==> config.mk <==
export PLATFORM = sky130hd
export DESIGN_NAME = nvreg_ctrl
export DESIGN_NICKNAME = d
export VERILOG_FILES = /design/src/rtl/nvreg_pkg.sv /design/src/rtl/nvreg_timer.sv /design/src/rtl/nvreg_seq.sv /design/src/rtl/nvreg_shadow.sv /design/src/rtl/nvreg_ctrl.sv
export SDC_FILE = /design/constraint.sdc
export NUM_CORES = 1
export LEC_CHECK = 0
export ABC_CLOCK_PERIOD_IN_PS = 2300
export BUFFER_PORTS_ARGS = -buffer_cell sky130_fd_sc_hd__buf_2
export CORE_MARGIN = 10
export CORE_UTILIZATION = 45
export DETAILED_ROUTE_END_ITERATION = 16
export PLACE_DENSITY = 0.76
export REMOVE_ABC_BUFFERS = 1
export SLEW_MARGIN = 10
export SYNTH_ARGS = -nofsm -noshare
export SYNTH_HDL_FRONTEND = slang
export SYNTH_SLANG_ARGS = --single-unit
==> constraint.sdc <==
create_clock -name clk -period 2.3 [get_ports clk]
set_input_delay 0 -clock clk [delete_from_list [all_inputs] [get_ports clk]]
set_output_delay 0 -clock clk [all_outputs]
set_load 0.02 [all_outputs]
==> src/rtl/nvreg_pkg.sv <==
package nvreg_pkg;

    localparam int CODE_W = 7;

    typedef logic [CODE_W-1:0] code_t;

    typedef enum logic [1:0] {
        ST_BOOT_RD   = 2'd0,
        ST_BOOT_WAIT = 2'd1,
        ST_IDLE      = 2'd2,
        ST_PROG      = 2'd3
    } nv_state_e;

    typedef struct packed {
        logic  ready;
        code_t code;
    } status_t;

    function automatic int max2(input int a, input int b);
        return (a > b) ? a : b;
    endfunction

    function automatic int prog_cycles(input int clk_mhz, input int us);
        return clk_mhz * us;
    endfunction

endpackage

==> src/rtl/nvreg_timer.sv <==
module nvreg_timer #(
    parameter int TW = 8
) (
    input  logic          clk,
    input  logic          rst,
    input  logic          load_i,
    input  logic [TW-1:0] val_i,
    output logic          zero_o
);
    logic [TW-1:0] cnt_q;

    always_ff @(posedge clk) begin
        if (rst)
            cnt_q <= '0;
        else if (load_i)
            cnt_q <= val_i;
        else if (cnt_q != '0)
            cnt_q <= cnt_q - 1'b1;
    end

    assign zero_o = (cnt_q == '0);

    // the window shrinks by one each idle cycle
    p_count_down_r4: assert property (@(posedge clk) disable iff (rst)
        (!load_i && !zero_o) |=> (cnt_q == $past(cnt_q) - 1'b1));
endmodule

==> src/rtl/nvreg_seq.sv <==
module nvreg_seq
    import nvreg_pkg::*;
#(
    parameter int TW          = 8,
    parameter int RD_LAT      = 2,
    parameter int PROG_CYCLES = 16
) (
    input  logic          clk,
    input  logic          rst,
    input  logic          cmd_valid_i,
    input  logic          cmd_to_reg_i,
    input  logic          wp_n_i,
    input  logic          tmr_zero_i,
    output logic          tmr_load_o,
    output logic [TW-1:0] tmr_val_o,
    output logic          busy_o,
    output logic          ee_rd_o,
    output logic          boot_load_o,
    output logic          accept_o,
    output logic          nv_start_o
);
    localparam logic [TW-1:0] RD_LOAD   = TW'(RD_LAT - 1);
    localparam logic [TW-1:0] PROG_LOAD = TW'(PROG_CYCLES - 1);

    nv_state_e state_q, state_d;

    always_comb begin
        accept_o    = (state_q == ST_IDLE) && cmd_valid_i;
        nv_start_o  = accept_o && !cmd_to_reg_i && wp_n_i;
        boot_load_o = (state_q == ST_BOOT_WAIT) && tmr_zero_i;
        ee_rd_o     = (state_q == ST_BOOT_RD) && !rst;
        busy_o      = (state_q != ST_IDLE);
        tmr_load_o  = (state_q == ST_BOOT_RD) || nv_start_o;
        tmr_val_o   = nv_start_o ? PROG_LOAD : RD_LOAD;
    end

    always_comb begin
        state_d = state_q;
        unique case (state_q)
            ST_BOOT_RD:   state_d = ST_BOOT_WAIT;
            ST_BOOT_WAIT: if (tmr_zero_i) state_d = ST_IDLE;
            ST_IDLE:      if (nv_start_o) state_d = ST_PROG;
            ST_PROG:      if (tmr_zero_i) state_d = ST_IDLE;
            default:      state_d = ST_BOOT_RD;
        endcase
    end

    always_ff @(posedge clk) begin
        if (rst) state_q <= ST_BOOT_RD;
        else     state_q <= state_d;
    end

    // the boot read strobe is a single pulse
    p_rd_once_r1: assert property (@(posedge clk) disable iff (rst)
        ee_rd_o |=> !ee_rd_o);
    // a persistent write never starts while protected
    p_wr_gate_r5: assert property (@(posedge clk) disable iff (rst)
        nv_start_o |-> wp_n_i);
    // starting a program raises busy on the next cycle
    p_start_busy_r4: assert property (@(posedge clk) disable iff (rst)
        nv_start_o |=> busy_o);
    // nothing is accepted while busy
    p_busy_blocks_r6: assert property (@(posedge clk) disable iff (rst)
        busy_o |-> !accept_o);
    // programming continues until the timer runs out
    p_prog_hold_r4: assert property (@(posedge clk) disable iff (rst)
        (state_q == ST_PROG && !tmr_zero_i) |=> (state_q == ST_PROG));
endmodule

==> src/rtl/nvreg_shadow.sv <==
module nvreg_shadow
    import nvreg_pkg::*;
(
    input  logic  clk,
    input  logic  rst,
    input  logic  load_i,
    input  code_t load_code_i,
    input  logic  wr_i,
    input  code_t wr_code_i,
    output code_t code_o
);
    code_t code_q;

    always_ff @(posedge clk) begin
        if (rst)
            code_q <= '0;
        else if (load_i)
            code_q <= load_code_i;
        else if (wr_i)
            code_q <= wr_code_i;
    end

    assign code_o = code_q;

    // an accepted write lands on the next edge
    p_write_lands_r3: assert property (@(posedge clk) disable iff (rst)
        (wr_i && !load_i) |=> (code_q == $past(wr_code_i)));
    // with no load and no write the code holds
    p_hold_r6: assert property (@(posedge clk) disable iff (rst)
        (!load_i && !wr_i) |=> $stable(code_q));
endmodule

==> src/rtl/nvreg_ctrl.sv <==
module nvreg_ctrl
    import nvreg_pkg::*;
#(
    parameter int CLK_MHZ = 125,
    parameter int PROG_US = 10000,
    parameter int RD_LAT  = 2
) (
    input  logic              clk,
    input  logic              rst,
    input  logic              wp_n_i,
    output logic              wp_o,
    output logic              sclk_sw_en_o,
    input  logic              cmd_valid_i,
    input  logic              cmd_to_reg_i,
    input  logic [CODE_W-1:0] cmd_code_i,
    output logic              busy_o,
    output logic [CODE_W:0]   status_o,
    output logic [CODE_W-1:0] dac_code_o,
    output logic              ee_rd_o,
    input  logic [CODE_W-1:0] ee_rd_data_i,
    output logic              ee_wr_o,
    output logic [CODE_W-1:0] ee_wr_data_o
);
    localparam int PROG_CYCLES = prog_cycles(CLK_MHZ, PROG_US);
    localparam int TW          = $clog2(max2(PROG_CYCLES, RD_LAT) + 1);

    logic          tmr_load, tmr_zero, busy, boot_load, accept, nv_start;
    logic [TW-1:0] tmr_val;
    code_t         code;
    status_t       st;

    nvreg_timer #(.TW(TW)) u_timer (
        .clk    (clk),
        .rst    (rst),
        .load_i (tmr_load),
        .val_i  (tmr_val),
        .zero_o (tmr_zero)
    );

    nvreg_seq #(
        .TW          (TW),
        .RD_LAT      (RD_LAT),
        .PROG_CYCLES (PROG_CYCLES)
    ) u_seq (
        .clk          (clk),
        .rst          (rst),
        .cmd_valid_i  (cmd_valid_i),
        .cmd_to_reg_i (cmd_to_reg_i),
        .wp_n_i       (wp_n_i),
        .tmr_zero_i   (tmr_zero),
        .tmr_load_o   (tmr_load),
        .tmr_val_o    (tmr_val),
        .busy_o       (busy),
        .ee_rd_o      (ee_rd_o),
        .boot_load_o  (boot_load),
        .accept_o     (accept),
        .nv_start_o   (nv_start)
    );

    nvreg_shadow u_shadow (
        .clk         (clk),
        .rst         (rst),
        .load_i      (boot_load),
        .load_code_i (ee_rd_data_i),
        .wr_i        (accept),
        .wr_code_i   (cmd_code_i),
        .code_o      (code)
    );

    always_comb begin
        st.ready = !busy;
        st.code  = code;
    end

    assign status_o     = st;
    assign busy_o       = busy;
    assign dac_code_o   = code;
    assign ee_wr_o      = nv_start;
    assign ee_wr_data_o = cmd_code_i;
    assign wp_o         = !wp_n_i;
    assign sclk_sw_en_o = wp_n_i;

    // each EEPROM write strobe moves the DAC to the written code
    p_wr_matches_dac_r4: assert property (@(posedge clk) disable iff (rst)
        ee_wr_o |=> (dac_code_o == $past(ee_wr_data_o)));
endmodule

Word level (Yosys, flattened, before mapping)
Index checks and enable logic that the tools add are counted.
Widths: inputs -> output; s select.
{"block": "totals", "reg_bits": 30, "latchBits": 0, "ramBits": 0, "rom_bits": 0, "input_bits": 19, "out_inout_bits": 27, "wordCells": 35, "n_memories": 0}
{"block": "classes", "add_sub_neg": 1, "mul": 0, "div": 0, "magnitude_cmp": 0, "eq_ne": 6, "shifts": 0, "n_mux": 8, "bitwise_logic": 0, "n_reduce_logical": 17}
{"op": "$mux 21", "n": 3}
{"op": "$logic_not 21->1", "n": 1}
{"op": "$reduce_bool 21->1", "n": 1}
{"op": "$sub 21x1->21 const B", "n": 1}
{"op": "$mux 7", "n": 2}
{"op": "$pmux 2 s3", "n": 1}
{"op": "$logic_and 1x1->1", "n": 5}
{"op": "$eq 2x2->1 const B", "n": 2}
{"op": "$logic_not 1->1", "n": 4}
{"op": "$mux 2", "n": 2}
{"op": "$ne 2x2->1 const B", "n": 2}
{"op": "$reduce_bool 2->1", "n": 2}
{"op": "$eq 2x1->1 const B", "n": 1}
{"op": "$logic_not 2->1", "n": 1}
{"op": "$ne 2x1->1 const B", "n": 1}
{"op": "$reduce_and 2->1", "n": 1}
{"op": "$reduce_or 2->1", "n": 1}
{"op": "$logic_or 1x1->1", "n": 1}

Logic depth before layout (Yosys ltp)
Gate-level depths: netlist of the first run.
{"block": "depth", "ltp_word": 6, "mapped_depth": 6, "ltp_nobuf": 6}

Hierarchy
Synthesis of the first run repeated with hierarchy kept, for this count alone.
{"block": "unflattened", "hier_cells": 224, "hier_area_um2": 1879.3}
{"module": "nvreg_timer", "instances": 1, "cells_each": 140, "area_each_um2": 1157.4, "seq_area_each_um2": 420.4}
{"module": "nvreg_shadow", "instances": 1, "cells_each": 30, "area_each_um2": 321.6, "seq_area_each_um2": 140.1}
{"module": "nvreg_seq", "instances": 1, "cells_each": 37, "area_each_um2": 280.3, "seq_area_each_um2": 40.0}
{"module": "nvreg_ctrl", "instances": 1, "cells_each": 17, "area_each_um2": 120.1, "seq_area_each_um2": 0.0}

Worst setup path after synthesis of the first run
Ideal clock, no wire load.
{"block": "synth_path", "kind": "register -> register", "start": "reg u_timer.cnt_q[0]", "end": "reg u_timer.cnt_q[13]", "t_arrival_ns": 2.036, "slack_ns": 0.143, "stages_incl_launch_ff": 7, "period_less_slack_ns": 2.157, "cell_sequence": "dfxtp_1 inv_1 ha_1 or4b_1 nor4_4 a2111oi_0 mux2_2"}
{"block": "synth_between", "elab_chain_len": 3}
{"element": "start: declaration", "line": "nvreg_timer.sv:10", "rtl": "logic [TW-1:0] cnt_q;"}
{"element": "start signal: assignment", "line": "nvreg_timer.sv:16", "rtl": "cnt_q <= val_i;"}
{"element": "start signal: assignment", "line": "nvreg_timer.sv:18", "rtl": "cnt_q <= cnt_q - 1'b1;"}
{"element": "$sub 21x1->21", "line": "nvreg_timer.sv:18"}
{"element": "$mux 21", "line": "nvreg_timer.sv:17", "rtl": "else if (cnt_q != '0)"}
{"element": "$mux 21", "line": "nvreg_timer.sv:15", "rtl": "else if (load_i)"}
Parallel ways exist; a longest one is shown, timed or not. The select of a mux whose other input is x is not followed.
A chain may end at the register's enable or synchronous reset.

Worst setup path after layout of the first run
{"block": "layout_path", "start": "reg u_timer.cnt_q[0]", "end": "reg u_timer.cnt_q[4]"}
The elaborated chain is that of the path after synthesis.

==> metrics.cfg, run 1 <==
[route]
vias_per_cell = 6.01
drt-pass1-iter-count = 5
drc_errors = 0
wl_per_cell_um = 16.6
drt_iter0_drc = 153
num_vias = 1785
wl_mm = 4.92
postRouteAntennaNets = 0

[worst_hold_path]
holdPathStages = 3
hp-class = primary input to flop

[sta]
clock_skew_ps = 5.35
post-route-min-period_ps = 2200
tns_ps = 0
setup_viol = 0
finalWorstSetupSlack_ps = 103
fin_crit_sh_pct = 95.5
fmax_mhz = 455
tightestPinTransition_ps = 486
hold_viol = 0
rsz0062_at_grt = no
slew_viol_final = 0
slew_headroom_pct = 67.3

[cts]
cts_root_buf = clkbuf_8
clk_latency_ps = 280
clock_path_buffers = 2
cts_tree = yes
clock_sinks = 30
clkTransAtPathRegs_ps = 60
cts_made_buffers = 5
ctsHtreeMaxLevel = 2

[placed_design]
gp_congestion = 0.907
pre_cts_ws_ps = 145
placedInstanceArea_um2 = 2030
dp_hpwl_mm = 3.65
placement.io_buffers = 45

[global_routing]
grt_use_total_pct = 13.5
grt-ovfl-total = 0
grt_pass1_vias = 1656
grt_pass1_wl_mm = 7.98
grt_max_degree = 24
antenna_found_initial = 0

[pwr]
p_leak_nw = 0.893
pwr-share-seq_pct = 22.8
pwr-share-comb_pct = 65.7
p_sw_share_pct = 47.5
switchingPower_mw = 1.83
clkPwrFrac_pct = 11.4
power.density_nw_per_um2 = 1800
p_int_mw = 2.02
max-vdd-ir-drop_mv = 0.936

[logic_synthesis]
synthCells = 204
synth_warnings = 0
synth-edff-count = 0
async_flop_share_pct = 0
ys_seq_area_share_pct = 33.6
synthDistinctLibCells = 44
yosys-top-cells-area = dfxtp_1 (34%), mux2_2 (8.2%), nor3_1 (7.6%)
yosysTopAreaCell = dfxtp_1
syn_avg_cell_area_um2 = 8.76
ys.flop_type = dfxtp_1
synth_area_um2 = 1790
netlist.area_leader.share_pct = 33.6
yosys_register_bits = 30

[layout]
final_area_um2 = 2130
nFillCells = 348
final_cell_mix = buf_2 (45), dfxtp_1 (30), nor3_1 (27)
final_net_count = 268
register_area_um2 = 601
antenna_cells = 0
drive_gt1_share_pct = 35.3
syn_to_final_growth_pct = 19.3
multi_input_area_um2 = 1020
final_common_cell = buf_2

[floorplan]
dieArea_um2 = 6890
die_height_um = 83.0
core_area_um2 = 3740
ios = 46
die_x_um = 83.0
rows = 22
start_util_pct = 47.8

[job]
drv_cap = 0

[setup_path]
cp.arrival_ps = 2370
worstPathCellList = inv_1 > ha_1 > or4b_1 > nor4_4 > buf_4 > a2111oi_0 > mux2_2
cp_max_fo = 7
critical_path_class = flop to flop
worstPathRequired_ps = 2480
cp_slowest_cell = or4b_1
slowest_delay_ps = 540
reg2regPathDepth = 7
worst_setup_path_end_kind = flop
startpoint_type = flop

[run_status]
status = finished clean

-- kinds of logic after synthesis --
| logic type | count (synthesis) | share of synthesized area [%] |
|---|---|---|
| compound gates | 42 | 16.4 |
| xor+xnor | 3 | 1.47 |
| fa+ha+maj | 1 | 0.700 |
| buf+inv | 30 | 9.45 |
| flops | 30 | 33.6 |
| mux | 13 | 8.19 |
| simple gates | 85 | 30.2 |
-- power groups by stage --
stage | registers (mW) | clock network [mW] | logic [mW]
after global routing | 0.904 | 0.470 | 2.73
final | 0.879 | 0.441 | 2.53
after detailed placement | 0.884 | 0 | 2.50
after floorplan | 0.931 | 0 | 1.58
after CTS | 0.874 | 0.447 | 2.52
after global placement | 0.875 | 0 | 2.49
-- layout make-up --
type / instances / area share, %
Multi-Input combinational cell: 144 / 47.7
Sequential cell: 30 / 28.2
Timing Repair Buffer: 59 / 15.6
Clock buffer: 7 / 4.05
Tap cell: 48 / 2.82
Inverter: 8 / 1.41
Clock inverter: 1 / 0.235
-- critical path: cells and delay by family, from the launching register on --
| family | cells | cell delay (ps) |
|---|---|---|
| AOI/OAI and AO/OA | 1 | 110 |
| buffers and inverters | 2 | 300 |
| and+or+nand+nor | 2 | 870 |
| DFF | 1 | 340 |
| muxes | 1 | 280 |
| adders and majority gates | 1 | 180 |
-- stage by stage --
stage / power, mW / hold slack, ps / std cells / utilization, %
detailed placement: 3.39 / 237 / 288 / 54.3
global placement: 3.36 / 236 / 288 / 54.3
global route: 4.10 / 61.2 / 297 / 57.0
floorplan: 2.51 / 0 / 182 / -
CTS: 3.84 / 23.1 / 297 / 57.0
finish: 3.85 / 24.9 / 297 / 57.0
-- repair_timing --
| item | in CTS | in global routing |
|---|---|---|
| endpoints found under the hold margin | 1 | 0 |
| buffers inserted | 0 | 0 |
| hold buffers | 1 | 0 |
| gates resized for setup | 0 | 0 |
-- sequential cells by signal, indices dropped and copies added, names as in the netlist --
| register | count |
|---|---|
| u_seq.state_q | 2 |
| u_shadow.code_o | 7 |
| u_timer.cnt_q | 21 |
-- metal layers --
layer	global-route usage, %	wire [um]	part of all wire, %	vias to the layer above
met5	0	0	0	-
met4	5.69	66	1.3	0
met3	2.64	270	5.5	6
met2	23.2	2590	53	70
met1	15.7	1990	40	842
li1	-	-	-	867
-- synthesized netlist by cell type, types with 5 or more instances --
| cell type | instances |
|---|---|
| a21oi_1 | 10 |
| a31oi_1 | 5 |
| buf_4 | 15 |
| clkbuf_1 | 6 |
| dfxtp_1 | 30 |
| inv_1 | 8 |
| mux2_2 | 13 |
| nor2_1 | 8 |
| nor3_1 | 27 |
| nor3b_1 | 7 |
| nor4_1 | 7 |
| o21ai_0 | 6 |
| or3_1 | 7 |
-- path summary, 6_finish.rpt --
check                           slack (ps)            endpoint               from
worst min-delay path                    20  u_shadow.code_o[5]      cmd_code_i[5]
worst max register to register         100    u_timer.cnt_q[4]   u_timer.cnt_q[0]
worst min register to register         540   u_timer.cnt_q[14]  u_timer.cnt_q[14]
worst max-delay path                   100    u_timer.cnt_q[4]   u_timer.cnt_q[0]
(Power assumes the default switching activity.)
==> run 2: changes to the inputs <==
ABC_CLOCK_PERIOD_IN_PS = 2400   (was 2300)
CORE_MARGIN = unset   (was 10)
PLACE_DENSITY = 0.74   (was 0.76)
clock period = 2.4 ns   (was 2.3 ns; I/O delays follow)
==> run 2 against run 1 <==
Against the previous run: combinational power is 6% lower; critical path depth stayed put; utilization is 0.067 points higher.
==> metrics.cfg, run 2 (synthesis results as in run 1) <==
[layout]
drive_gt1_share_pct = 34.9  ; -0.40 points
syn_to_final_growth_pct = 19.5
regMostFlops = u_timer.cnt_q
final_common_cell = buf_2
final_cell_mix = buf_2 (45), dfxtp_1 (30), nor3_1 (27)
largest_register_ffs = 21  ; unchanged
final_net_count = 268  ; unchanged
antenna_cells = 0  ; unchanged

[global_routing]
grt-ovfl-total = 0  ; unchanged
antenna_found_initial = 0  ; unchanged
grt_pass1_wl_mm = 7.51  ; -5.9%
grt_pass1_vias = 1615  ; -2.5%
grt_max_degree = 34  ; +42%
grt_use_total_pct = 23.5  ; +10 points

[sta]
hold_viol = 0  ; unchanged
fin_hold_ws_ps = 22.3  ; -2.56 ps
fmax_mhz = 459  ; +0.74%
tightestPinTransition_ps = 564  ; +77.7 ps
slew_headroom_pct = 61.4  ; -5.9 points
post-route-min-period_ps = 2180  ; -16.0 ps
slew_viol_final = 0  ; unchanged
fin_crit_sh_pct = 90.9  ; -4.6 points
tns_ps = 0  ; unchanged
rsz0062_at_grt = no
clock_skew_ps = 7.53  ; +2.18 ps
setup_viol = 0  ; unchanged

[setup_path]
startpoint_type = flop
worst_setup_path_end_kind = flop
cp.arrival_ps = 2360  ; about the same
worstPathRequired_ps = 2580  ; +100 ps
critical_path_class = flop to flop
cp_max_fo = 6  ; -1

[floorplan]
start_util_pct = 47.8  ; unchanged
rows = 22  ; unchanged
die_x_um = 65.0  ; -22%
core_area_um2 = 3740  ; unchanged
dieArea_um2 = 4230  ; -39%
die_height_um = 65.0  ; -22%
ios = 46  ; unchanged

[route]
drt_iter0_drc = 140  ; -8.5%
wl_mm = 4.55  ; -7.4%
vias_per_cell = 5.82  ; -3.2%
postRouteAntennaNets = 0  ; unchanged
wl_per_cell_um = 15.3  ; -7.4%
num_vias = 1728  ; -3.2%
drc_errors = 0  ; unchanged
drt-pass1-iter-count = 4  ; -1

[pwr]
p_leak_nw = 0.891  ; -0.18%
power.density_nw_per_um2 = 1710  ; -5.4%
max-vdd-ir-drop_mv = 0.798  ; -15%

[cts]
clock_path_buffers = 2  ; unchanged
cts_tree = yes
clkTransAtPathRegs_ps = 70  ; about the same
ctsHtreeMaxLevel = 2  ; unchanged
postCtsHoldBufs = 2  ; +1
clock_sinks = 30  ; unchanged
clk_latency_ps = 290  ; about the same
cts_made_buffers = 5  ; unchanged
post_cts_buffers = 0  ; unchanged
cts_resized = 0  ; unchanged
cts_root_buf = clkbuf_8

[worst_hold_path]
hp-class = primary input to flop

[job]
drv_cap = 0  ; unchanged

[placed_design]
gp_congestion = 0.886  ; -2.3%
dp_hpwl_mm = 3.24  ; -11%
placement.io_buffers = 45  ; unchanged

[run_status]
status = finished clean

==> run 2: cell count changes in the layout (fill, tap and decap cells not counted) <==
cell and change:
buf_4 -1, dlygate4sd3_1 +1
==> run 2: power by group <==
group	switching (mW)	total, mW	internal, mW
Clock	0.191	0.422	0.231
Sequential	0.184	0.844	0.660
Combinational	1.35	2.38	1.03
==> run 2: path summary, 6_finish.rpt <==
path | start | end | slack (ps) | depth (start not counted)
max | u_timer.cnt_q[0] | u_timer.cnt_q[4] | 220 | 7
min | ee_rd_data_i[3] | u_shadow.code_o[3] | 20 | 3
max reg2reg | u_timer.cnt_q[0] | u_timer.cnt_q[4] | 220 | 7
min reg2reg | u_timer.cnt_q[14] | u_timer.cnt_q[14] | 520 | 2
==> run 2: final cells by class <==
cell class | instances | area [um^2]
fillers | 361 | 1610
inverters | 8 | 30.0
well taps | 48 | 60.1
multi-input cells | 144 | 1020
clock buffers | 7 | 86.3
repair buffers | 59 | 335
clock inverters | 1 | 5.00
flip-flops and latches | 30 | 601
==> run 2: metrics by stage <==
step | utilization [%] | total power, mW | cells | worst slack (ps) | cell area (um^2)
finish | 57.1 | 3.65 | 297 | 219 | 2140
global route | 57.1 | 3.92 | 297 | 114 | 2140
CTS | 57.1 | 3.64 | 297 | 240 | 2140
detailed placement | 54.1 | 3.21 | 287 | 247 | 2020
global placement | 54.1 | 3.16 | 287 | 244 | 2020
floorplan | - | 2.41 | 182 | 243 | 1650
==> run 2: layer usage <==
metal  GRT usage [%]  up-vias  routed length [um]
met5               0        -                   0
met4            10.1        0                  99
met3            4.75       10                 208
met2            39.5       45                2270
met1            28.9      811                1970
li1                -      862                   -
==> run 2: worst max-delay path, cell delays in order, from the launching register on <==
cell,delay [ps]
dfxtp_1,370
inv_1,70
ha_1,210
or4b_1,260
nor4_4,70
buf_4,160
a2111oi_0,530
mux2_2,400
